==> src/rtl/hss_pkg.sv <==
package hss_pkg;
  localparam int TRK_W = 8;

  typedef enum logic [2:0] {
    S_IDLE, S_DECIDE, S_PULSE, S_WAIT, S_SETTLE, S_VERIFY
  } hss_state_e;

  typedef enum logic [2:0] {
    OP_HOME, OP_SEEK, OP_STEP, OP_STEPIN, OP_STEPOUT, OP_NONE
  } hss_op_e;

  typedef struct packed {
    hss_op_e    op;
    logic       upd;
    logic       head;
    logic       vfy;
    logic [1:0] rate;
  } hss_cmd_t;

  function automatic hss_cmd_t hss_decode(input logic [7:0] c);
    hss_cmd_t d;
    d.upd  = c[4];
    d.head = c[3];
    d.vfy  = c[2];
    d.rate = c[1:0];
    case (c[7:5])
      3'b000:  d.op = c[4] ? OP_SEEK : OP_HOME;
      3'b001:  d.op = OP_STEP;
      3'b010:  d.op = OP_STEPIN;
      3'b011:  d.op = OP_STEPOUT;
      default: d.op = OP_NONE;
    endcase
    return d;
  endfunction

  function automatic logic [TRK_W-1:0] hss_track_move(input logic [TRK_W-1:0] t,
                                                     input logic inward);
    if (inward) return (t == {TRK_W{1'b1}}) ? t : t + 1'b1;
    else        return (t == '0) ? t : t - 1'b1;
  endfunction
endpackage

==> src/rtl/hss_timer.sv <==
module hss_timer #(
  parameter int CNT_W = 16
) (
  input  logic             clk,
  input  logic             rst_n,
  input  logic             load,
  input  logic [CNT_W-1:0] val,
  output logic             zero
);
  logic [CNT_W-1:0] cnt;

  always_ff @(posedge clk) begin
    if (!rst_n)          cnt <= '0;
    else if (load)       cnt <= val;
    else if (cnt != '0)  cnt <= cnt - 1'b1;
  end

  assign zero = (cnt == '0);
endmodule

==> src/rtl/hss_rate_sel.sv <==
module hss_rate_sel #(
  parameter int CNT_W = 16,
  parameter int RATE0 = 6,
  parameter int RATE1 = 10,
  parameter int RATE2 = 14,
  parameter int RATE3 = 20
) (
  input  logic [1:0]       sel,
  output logic [CNT_W-1:0] cycles
);
  localparam logic [CNT_W-1:0] TAB [4] = '{CNT_W'(RATE0), CNT_W'(RATE1),
                                           CNT_W'(RATE2), CNT_W'(RATE3)};
  assign cycles = TAB[sel];
endmodule

==> src/rtl/head_step_seq.sv <==
module head_step_seq
  import hss_pkg::*;
#(
  parameter int RATE0       = 6,
  parameter int RATE1       = 10,
  parameter int RATE2       = 14,
  parameter int RATE3       = 20,
  parameter int PULSE_W     = 2,
  parameter int SETTLE      = 5,
  parameter int MAX_RESTORE = 255,
  parameter int CNT_W       = 16
) (
  input  logic             clk,
  input  logic             rst_n,
  input  logic             cmd_valid,
  input  logic [7:0]       cmd,
  input  logic [TRK_W-1:0] target,
  input  logic             trk0,
  input  logic             vfy_pass,
  input  logic             vfy_fail,
  output logic             step_pulse,
  output logic             dir_in,
  output logic [TRK_W-1:0] track,
  output logic [7:0]       status
);
  localparam int SC_W = $clog2(MAX_RESTORE + 1) + 1;

  hss_state_e       state;
  hss_cmd_t         cur, dec;
  logic [TRK_W-1:0] tgt_q, track_q;
  logic             dir_q, last_dir_q, head_q, err_q;
  logic [SC_W-1:0]  steps_q;

  // named internal events
  logic start, step_fire, finish_fire, abort_fire, vfy_done;
  logic want_step, want_finish, want_abort, step_dir;
  logic busy;

  logic             t_load, t_zero;
  logic [CNT_W-1:0] t_val, rate_cyc;

  assign dec   = hss_decode(cmd);
  assign busy  = (state != S_IDLE);
  assign start = (state == S_IDLE) && cmd_valid && (dec.op != OP_NONE);

  hss_rate_sel #(.CNT_W(CNT_W), .RATE0(RATE0), .RATE1(RATE1),
                 .RATE2(RATE2), .RATE3(RATE3)) u_rate (
    .sel(cur.rate), .cycles(rate_cyc));

  always_comb begin
    want_step   = 1'b0;
    want_finish = 1'b0;
    want_abort  = 1'b0;
    step_dir    = 1'b0;
    unique case (cur.op)
      OP_HOME: begin
        if (trk0)                                   want_finish = 1'b1;
        else if (steps_q == SC_W'(MAX_RESTORE))     want_abort  = 1'b1;
        else                                        want_step   = 1'b1;
      end
      OP_SEEK: begin
        if (track_q == tgt_q) want_finish = 1'b1;
        else begin
          want_step = 1'b1;
          step_dir  = (tgt_q > track_q);
        end
      end
      OP_STEP, OP_STEPIN, OP_STEPOUT: begin
        if (steps_q == '0) begin
          want_step = 1'b1;
          step_dir  = (cur.op == OP_STEP) ? last_dir_q : (cur.op == OP_STEPIN);
        end else want_finish = 1'b1;
      end
      default: want_finish = 1'b1;
    endcase
  end

  assign step_fire   = (state == S_DECIDE) && want_step;
  assign finish_fire = (state == S_DECIDE) && want_finish;
  assign abort_fire  = (state == S_DECIDE) && want_abort;
  assign vfy_done    = (state == S_VERIFY) && (vfy_pass || vfy_fail);

  always_comb begin
    t_load = 1'b0;
    t_val  = '0;
    if (step_fire) begin
      t_load = 1'b1;
      t_val  = CNT_W'(PULSE_W - 1);
    end else if (state == S_PULSE && t_zero) begin
      t_load = 1'b1;
      t_val  = rate_cyc - 1'b1;
    end else if (finish_fire && cur.vfy) begin
      t_load = 1'b1;
      t_val  = CNT_W'(SETTLE - 1);
    end
  end

  hss_timer #(.CNT_W(CNT_W)) u_timer (
    .clk(clk), .rst_n(rst_n), .load(t_load), .val(t_val), .zero(t_zero));

  always_ff @(posedge clk) begin
    if (!rst_n) begin
      state      <= S_IDLE;
      cur        <= '{op: OP_NONE, upd: 1'b0, head: 1'b0, vfy: 1'b0, rate: 2'b00};
      tgt_q      <= '0;
      track_q    <= '0;
      dir_q      <= 1'b0;
      last_dir_q <= 1'b1;
      head_q     <= 1'b0;
      err_q      <= 1'b0;
      steps_q    <= '0;
    end else begin
      unique case (state)
        S_IDLE: if (start) begin
          cur     <= dec;
          tgt_q   <= target;
          head_q  <= dec.head;
          err_q   <= 1'b0;
          steps_q <= '0;
          state   <= S_DECIDE;
        end
        S_DECIDE: begin
          if (step_fire) begin
            dir_q   <= step_dir;
            steps_q <= steps_q + 1'b1;
            if (cur.op == OP_STEPIN)  last_dir_q <= 1'b1;
            if (cur.op == OP_STEPOUT) last_dir_q <= 1'b0;
            if (cur.op == OP_SEEK || (cur.op != OP_HOME && cur.upd))
              track_q <= hss_track_move(track_q, step_dir);
            state <= S_PULSE;
          end else if (abort_fire) begin
            err_q <= 1'b1;
            state <= S_IDLE;
          end else begin
            if (cur.op == OP_HOME) track_q <= '0;
            state <= cur.vfy ? S_SETTLE : S_IDLE;
          end
        end
        S_PULSE:  if (t_zero) state <= S_WAIT;
        S_WAIT:   if (t_zero) state <= S_DECIDE;
        S_SETTLE: if (t_zero) state <= S_VERIFY;
        S_VERIFY: if (vfy_done) begin
          err_q <= vfy_fail;
          state <= S_IDLE;
        end
        default: state <= S_IDLE;
      endcase
    end
  end

  assign step_pulse = (state == S_PULSE);
  assign dir_in     = dir_q;
  assign track      = track_q;
  assign status     = {2'b00, head_q, err_q, 1'b0, trk0, 1'b0, busy};
endmodule

==> config.mk <==
export PLATFORM = sky130hd
export DESIGN_NAME = head_step_seq
export DESIGN_NICKNAME = d
export VERILOG_FILES = /design/src/rtl/hss_pkg.sv /design/src/rtl/hss_timer.sv /design/src/rtl/hss_rate_sel.sv /design/src/rtl/head_step_seq.sv
export SDC_FILE = /design/constraint.sdc
export NUM_CORES = 1
export LEC_CHECK = 0
export BUFFER_PORTS_ARGS = -buffer_cell sky130_fd_sc_hd__buf_2
export CORE_MARGIN = 2
export CORE_UTILIZATION = 50
export CTS_BUF_LIST = sky130_fd_sc_hd__clkbuf_2
export DETAILED_ROUTE_END_ITERATION = 8
export PLACE_DENSITY = 0.69
export SYNTH_ARGS = -nofsm -noshare
export SYNTH_HDL_FRONTEND = slang
export SYNTH_HIERARCHICAL = 1
export SYNTH_SLANG_ARGS = --single-unit
==> constraint.sdc <==
create_clock -name clk -period 6.4 [get_ports clk]
set_clock_uncertainty 0.05 [all_clocks]
set_input_delay 0.64 -clock clk [delete_from_list [all_inputs] [get_ports clk]]
set_output_delay 0.64 -clock clk [all_outputs]
set_load 0.05 [all_outputs]
==> metrics.md, run 1 <==
| Metric | Value |
|---|---|
| Status | complete, no violations |
| I/O pin cnt | 40 |
| Die Span Y | 92.2 microns |
| Fill cell count | 751 |
| Area leader, netlist | dfxtp_1 |
| Seq pwr share | 0.417 |
| Core area | 0.00765 sq mm |
| Antenna-violating nets left | 0 |
| Max VDD drop | approximately 120 uV |
| CTS tree | done |
| Gr ovfl total | 0 |
| Most used DFF post-synth | dfxtp_1 |
| Final WL | 8080 microns |
| Sink Count | 55 |
| CTS Buf Count | 5 |
| Syn avg cell area | 7.85 sq um |
| Post-CTS setup buffers | 0 |
| Post-synthesis async set-or-reset flop share | 0 |
| Cell-internal power | 0.664 mW |
| CP Launch Type | flip-flop |
| P_leak | 1.62 nW |
| Detail Placement HPWL | 5970 microns |
| Cell Chain, Critical Path | inv_1 -> ha_1 -> nand4_1 -> o21ai_2 -> o21ai_1 -> nor2_1 -> ha_1 -> a21o_1 -> a211oi_1 -> nor2_1 -> o41ai_1 -> xnor2_1 -> o32ai_1 -> a41o_1 |
| DR DRC count | 0 |
| Die area | 0.00850 sq mm |
| Critical Path End Type | flip-flop |
| Max-cap viol count | 0 |
| Final period util | 0.596 |
| Crit path DAT | 4170 ps |
| Min Clock Period, post-route | 3810 ps |
| Mapped Cells | 496 |
| Total Power | around 1.1 mW |
| Crit path kind | flip-flop to flip-flop |
| Synthesis Warnings | 6 |
| Post-CTS sizing | 0 |
| Switching Share | 0.414 |
| Final setup fails | 0 |
| H-tree depth | 2 |
| First-pass GRT wire length | 14,100 microns |
| Post-synth top area share | 0.283 |
| Share of cells above drive strength 1 | 0.115 |
| Crit-path max FO | 9 |
| Max stage delay on crit path | 510 ps |
| Post-Syn Area | slightly below 0.004 sq mm |
| Fin. Hold Viols | 0 |
| Fin cells | approximately 620 |
| Clock root buffer master | clkbuf_2 |
| Flip-flop and latch area | 0.00110 sq mm |
| Antenna violations before repair | 0 |
| IO Port Bufs | 35 |
| Switching power | 0.470 mW |
| Final RePlAce weighted congestion | ~0.84 |
| Area Overhead vs Synth | 4.15% |
| Slowest cell on the critical path | nor2_1 |
| Worst-margin pin slew | between 1000 and 1500 ps |
| Detailed Route Iter0 Violations | 158 |
| Initial core utilization | 0.509 |
| Final nets | 558 |
| Seq/Total Area, Yosys | 0.283 |
| Hold path depth | 3 |
| Clock power frac | 0.159 |
| DR pass1 iterations | 4 |
| Fmax | 262 MHz |
| Path type of the worst min-delay path | input pin to flip-flop |
| Post-synthesis cell type count | 65 |
| PwrDens | 280 mW/mm^2 |
| Area of the multi-input gates | around 0.0025 sq mm |
| Final setup TNS | 0 ps |
| R2r worst-path depth | 14 |
| Total track usage | 0.202 |
| Cell count after placement | 608 |
| Row Count | 32 |
| Worst Path Required | 6750 ps |
| EDFF count, synth | 0 |
| Via count | 3,311 |
| Flops & latches, synth | 55 |
| DR WL/cell | 13.1 microns |
| Later-pin clock latency in the skew report | 450 ps |
| Largest cells by area after synthesis | dfxtp_1 (28%), ha_1 (7.1%), nand2_1 (6.3%) |
| Combinational share of power | 0.424 |
| # diodes | 0 |
| Die span in x | between 90 and 100 microns |
| Max Slew Vio Count | 0 |
| Largest net degree at the start of global routing | just under 50 |
| Slew Limit Headroom | 0.238 |
| RSZ-0062 raised after global routing | false |
| CTS max path bufs | 2 |
| CTS Hold Bufs | 0 |
| Worst-path clk slew | 270 ps |
| Vias in the first global route | 3,131 |
| Via density | 5.38 |
## flip-flops by register name, indices dropped and copies added (netlist names)
register	count
steps_q	9
cur	7
dir_in	1
track	8
tgt_q	8
u_timer/cnt	16
last_dir_q	1
err_q	1
head_q	1
state	3
## cell families after synthesis
group / count (synthesis) / synth area share
muxes: 2 / 0.00547
DFF: 55 / 0.283
buffers and inverters: 66 / 0.0942
xor gates and xnor gates: 35 / 0.0788
adders and majority gates: 23 / 0.0759
and+or+nand+nor: 218 / 0.292
AOI/OAI and AO/OA: 95 / 0.169
other: 2 / 0.00193
## critical path: cells and delay by family, from the launching register on
family | cells | cell delay (ps)
AO/OA/AOI/OAI | 7 | 1580
AND/OR/NAND/NOR | 3 | 770
adder cells (fa/ha/maj) | 2 | 680
flip-flops | 1 | 470
XOR/XNOR | 1 | 140
buffers and inverters | 1 | 90
## cells in the mapped netlist (all sizes together), types with 9 or more instances
cell and n:
o21ai 25, a21boi 20, dfxtp 55, nand4 13, buf 31, nor2 55, xor2 19, inv 26
xnor2 16, nand3 20, nand2 65, ha 22, a21oi 15, nor4 10, clkbuf 9
## cells in the final DEF, fill, tap and decap left out, types with 12 or more instances in the layout
cell type  synthesis  routed
nor2_1            55      55
inv_1             26      26
nand4_1           12      12
xor2_1            19      19
a21oi_1           15      15
nand2_1           65      65
xnor2_1           16      16
o21ai_0           19      19
conb_1             2      16
buf_2              5      35
dfxtp_1           55      55
nand3_1           20      20
a21boi_0          15      15
ha_1              22      22
## power groups by stage
stage	combinational, mW	clock [mW]	sequential, mW
6_report	0.480	0.181	0.473
5_1_grt	0.545	0.199	0.484
4_1_cts	0.483	0.187	0.472
3_5_place_dp	0.481	0	0.479
3_3_place_gp	0.470	0	0.478
2_1_floorplan	0.421	0	0.459
## through the flow
stage          utilization  hold WS (ps)  setup slack [ps]  cell area (sq um)
3_3_place_gp         0.521           407              2750               3990
3_5_place_dp         0.521           413              2620               3990
6_report             0.530           355              2590               4050
5_1_grt              0.530           314              2180               4050
2_1_floorplan            -           393              2690               3940
4_1_cts              0.530           331              2560               4050
## path summary, 6_finish.rpt
check	startpoint	end	slack, ps
worst max-delay path	track[7]	track[7]	2590
worst min-delay path	cmd[1]	cur[1]	350
worst max register to register	track[7]	track[7]	2590
worst min register to register	tgt_q[0]	tgt_q[0]	440
## metal layers
layer  part of all wire  vias up  track usage
met4              0.017        0       0.0647
met1               0.46     1520        0.253
met5                  0        -            0
met3              0.032       10       0.0288
met2               0.49       54        0.358
li1                   -     1727            -
## area by class of cell
type | instances | share of cell area
clock buffers | 5 | 0.00617
well taps | 102 | 0.0315
multi-input cells | 389 | 0.611
clock inverters | 3 | 0.0105
inverters | 26 | 0.0241
flip-flops and latches | 55 | 0.272
repair buffers | 36 | 0.0451
(Power assumes the default switching activity.)
==> run 2, diff against run 1 <==
- PLACE_DENSITY: 0.69 -> 0.72
- clock period: 6.4 -> 3.2 ns (I/O delays scaled with it)
==> metrics.md, run 2 (synthesized netlist as in run 1, its figures left out) <==
| Metric | Value |
|---|---|
| Max VDD drop | 282 uV (was 115 uV) |
| Slew Limit Headroom | 0.657 (was 0.238) |
| P_leak | 1.76 nW (was 1.62 nW) |
| Gr ovfl total | 0 (unchanged) |
| Initial core utilization | 0.509 (unchanged) |
| Via count | 3,493 (was 3,311) |
| Core area | 0.00765 sq mm (unchanged) |
| Flop2flop setup slack | 60 ps (was 2590 ps) |
| Switching Share | 0.417 (was 0.414) |
| Largest Register | u_timer/cnt (unchanged) |
| DR pass1 iterations | 4 (unchanged) |
| Area Overhead vs Synth | 12.7% (was 4.15%) |
| DR WL/cell | 13.6 microns (was 13.1 microns) |
| Commonest non-fill, non-tap cell in the layout | nand2_1 (unchanged) |
| Largest register FFs | 16 (unchanged) |
| CP Launch Type | flip-flop (unchanged) |
| Vias in the first global route | 3,238 (was 3,131) |
| Final setup fails | 0 (unchanged) |
| Final nets | 583 (was 558) |
| Largest net degree at the start of global routing | 49 (unchanged) |
| Fill cell count | 727 (was 751) |
| Cell-internal power | 1.37 mW (was 0.664 mW) |
| Max Slew Vio Count | 0 (unchanged) |
| Crit. path cell count | 14 (unchanged) |
| Fin. Hold Viols | 0 (unchanged) |
| CP Buf/Inv Count | 1 (unchanged) |
| Slowest cell on the critical path | dfxtp_4 (was nor2_1) |
| Antenna violations before repair | 0 (unchanged) |
| Placement Setup Slack | 70.5 ps (was 2620 ps) |
| Final WL | 8690 microns (was 8080 microns) |
| H-tree depth | 2 (unchanged) |
| Die area | 0.00850 sq mm (unchanged) |
| Total track usage | 0.205 (was 0.202) |
| Sink Count | 55 (unchanged) |
| Share of cells above drive strength 1 | 0.184 (was 0.115) |
| Kind of cell adding the most delay to the critical path | compound AO/OA/AOI/OAI gates (unchanged) |
| Crit-path max FO | 6 (was 9) |
| Detail Placement HPWL | 6170 microns (was 5970 microns) |
| Worst hold start | target[6] (was cmd[1]) |
| Die Span Y | 92.2 microns (unchanged) |
| Crit path DAT | 3520 ps (was 4170 ps) |
| Critical Path End Type | flip-flop (unchanged) |
| Commonest non-fill, non-tap cells in the layout | nand2_1 (65), nor2_1 (53), dfxtp_1 (47) (was nand2_1 (65), nor2_1 (55), dfxtp_1 (55)) |
| RSZ-0062 raised after global routing | true (was false) |
| Combinational share of power | 0.437 (was 0.424) |
| Final period util | 0.980 (was 0.596) |
| Cell Chain, Critical Path | inv_1 -> ha_1 -> nand4_1 -> o21ai_2 -> a211oi_2 -> nor2_2 -> ha_1 -> a21o_1 -> a211oi_2 -> nor2_2 -> o41ai_2 -> xnor2_1 -> o32ai_1 -> a41o_1 (was inv_1 -> ha_1 -> nand4_1 -> o21ai_2 -> o21ai_1 -> nor2_1 -> ha_1 -> a21o_1 -> a211oi_1 -> nor2_1 -> o41ai_1 -> xnor2_1 -> o32ai_1 -> a41o_1) |
| Max stage delay on crit path | 450 ps (was 510 ps) |
| FF-to-FF Start | track[3] (was track[7]) |
| Fmax | 319 MHz (was 262 MHz) |
| Min Clock Period, post-route | 3140 ps (was 3810 ps) |
| Crit path kind | flip-flop to flip-flop (unchanged) |
| CTS tree | done (unchanged) |
| Clock power frac | 0.161 (was 0.159) |
| Clock root buffer master | clkbuf_2 (unchanged) |
| Row Count | 32 (unchanged) |
| Final RePlAce weighted congestion | 0.849 (was 0.839) |
| Worst Path Required | 3580 ps (was 6750 ps) |
| CTS Buf Count | 5 (unchanged) |
| Crit path to | track[7] (unchanged) |
| IO Port Bufs | 35 (unchanged) |
| Final setup TNS | 0 ps (unchanged) |
| PwrDens | 535 mW/mm^2 (was 280 mW/mm^2) |
| Worst-path clk slew | 310 ps (was 270 ps) |
| Seq pwr share | 0.403 (was 0.417) |
| I/O pin cnt | 40 (unchanged) |
| Detailed Route Iter0 Violations | 137 (was 158) |
| Status | complete, no violations (unchanged) |
| R2r worst-path depth | 14 (unchanged) |
| Later-pin clock latency in the skew report | 480 ps (was 450 ps) |
| # diodes | 0 (unchanged) |
| Hold path depth | 3 (unchanged) |
| Die span in x | 92.2 microns (unchanged) |
| Largest registers | u_timer/cnt: 16 flops, steps_q: 9 flops (unchanged) |
| Via density | 5.45 (was 5.38) |
| Path type of the worst min-delay path | input pin to flip-flop (unchanged) |
| CTS max path bufs | 2 (unchanged) |
| Worst hold margin | 33.4 ps (was 355 ps) |
| Critical Path Start | track[3] (was track[7]) |
| Setup ws final | 62.9 ps (was 2590 ps) |
| Antenna-violating nets left | 0 (unchanged) |
| Max-cap viol count | 0 (unchanged) |
| Worst r2r dst | track[7] (unchanged) |
| Worst-margin pin slew | 502 ps (was 1140 ps) |
| Switching power | 0.978 mW (was 0.470 mW) |
| First-pass GRT wire length | 14,300 microns (was 14,100 microns) |
| DR DRC count | 0 (unchanged) |
-- run 2: changes by cell type in the layout (fill, tap and decap cells not counted), sizes merged --
cell,change
dlygate4sd3,+9
clkinvlp,+1
clkinv,-1
buf,+16
-- run 2: final cells by class --
cell class | count | area (sq um) | area share
clock inverter | 3 | 46.3 | 0.0106
tap | 102 | 128 | 0.0291
inverter | 26 | 97.6 | 0.0223
sequential | 55 | 1130 | 0.257
timing repair buffer | 61 | 393 | 0.0896
clock buffer | 5 | 25.0 | 0.00571
multi-input combinational | 389 | 2570 | 0.585
-- run 2: timing repair --
action | in CTS | in global routing
gates resized for setup | 0 | 14
endpoints found under the setup margin | 0 | 2
buffers inserted | 0 | 6
endpoints found under the hold margin | 7 | 2
hold buffers | 7 | 2
-- run 2: tightest hold or removal path, cell delays in order --
cell      delay, ps
buf_2           100
nand2_1          50
a21boi_0         60
-- run 2: routing by layer --
layer	part of all wire	vias to the layer above	global-route usage
li1	-	1788	-
met5	0	-	0
met1	0.45	1652	0.250
met2	0.52	46	0.374
met3	0.020	7	0.0288
met4	0.0086	0	0.0585
-- run 2: metrics by stage --
step	util	std cells	power, mW	area [sq um]
4_1_cts	0.554	633	2.32	4240
2_1_floorplan	-	510	1.76	3980
3_3_place_gp	0.536	618	1.91	4100
6_report	0.573	641	2.35	4390
5_1_grt	0.573	641	2.53	4390
3_5_place_dp	0.536	618	1.94	4100
-- run 2: power groups by stage --
stage	combinational [mW]	sequential [mW]	clock, mW
5_1_grt	1.15	0.966	0.415
3_3_place_gp	0.964	0.949	0
2_1_floorplan	0.844	0.912	0
3_5_place_dp	0.986	0.956	0
4_1_cts	0.998	0.942	0.384
6_report	1.02	0.945	0.377
-- run 2: worst min path at each step --
stage / to / slack [ps]
after floorplan: tgt_q[0] / 390
after global placement: tgt_q[0] / 410
after detailed placement: cur[4] / 410
after CTS: cur[5] / 10
after global routing: tgt_q[6] / 4
final: tgt_q[6] / 30
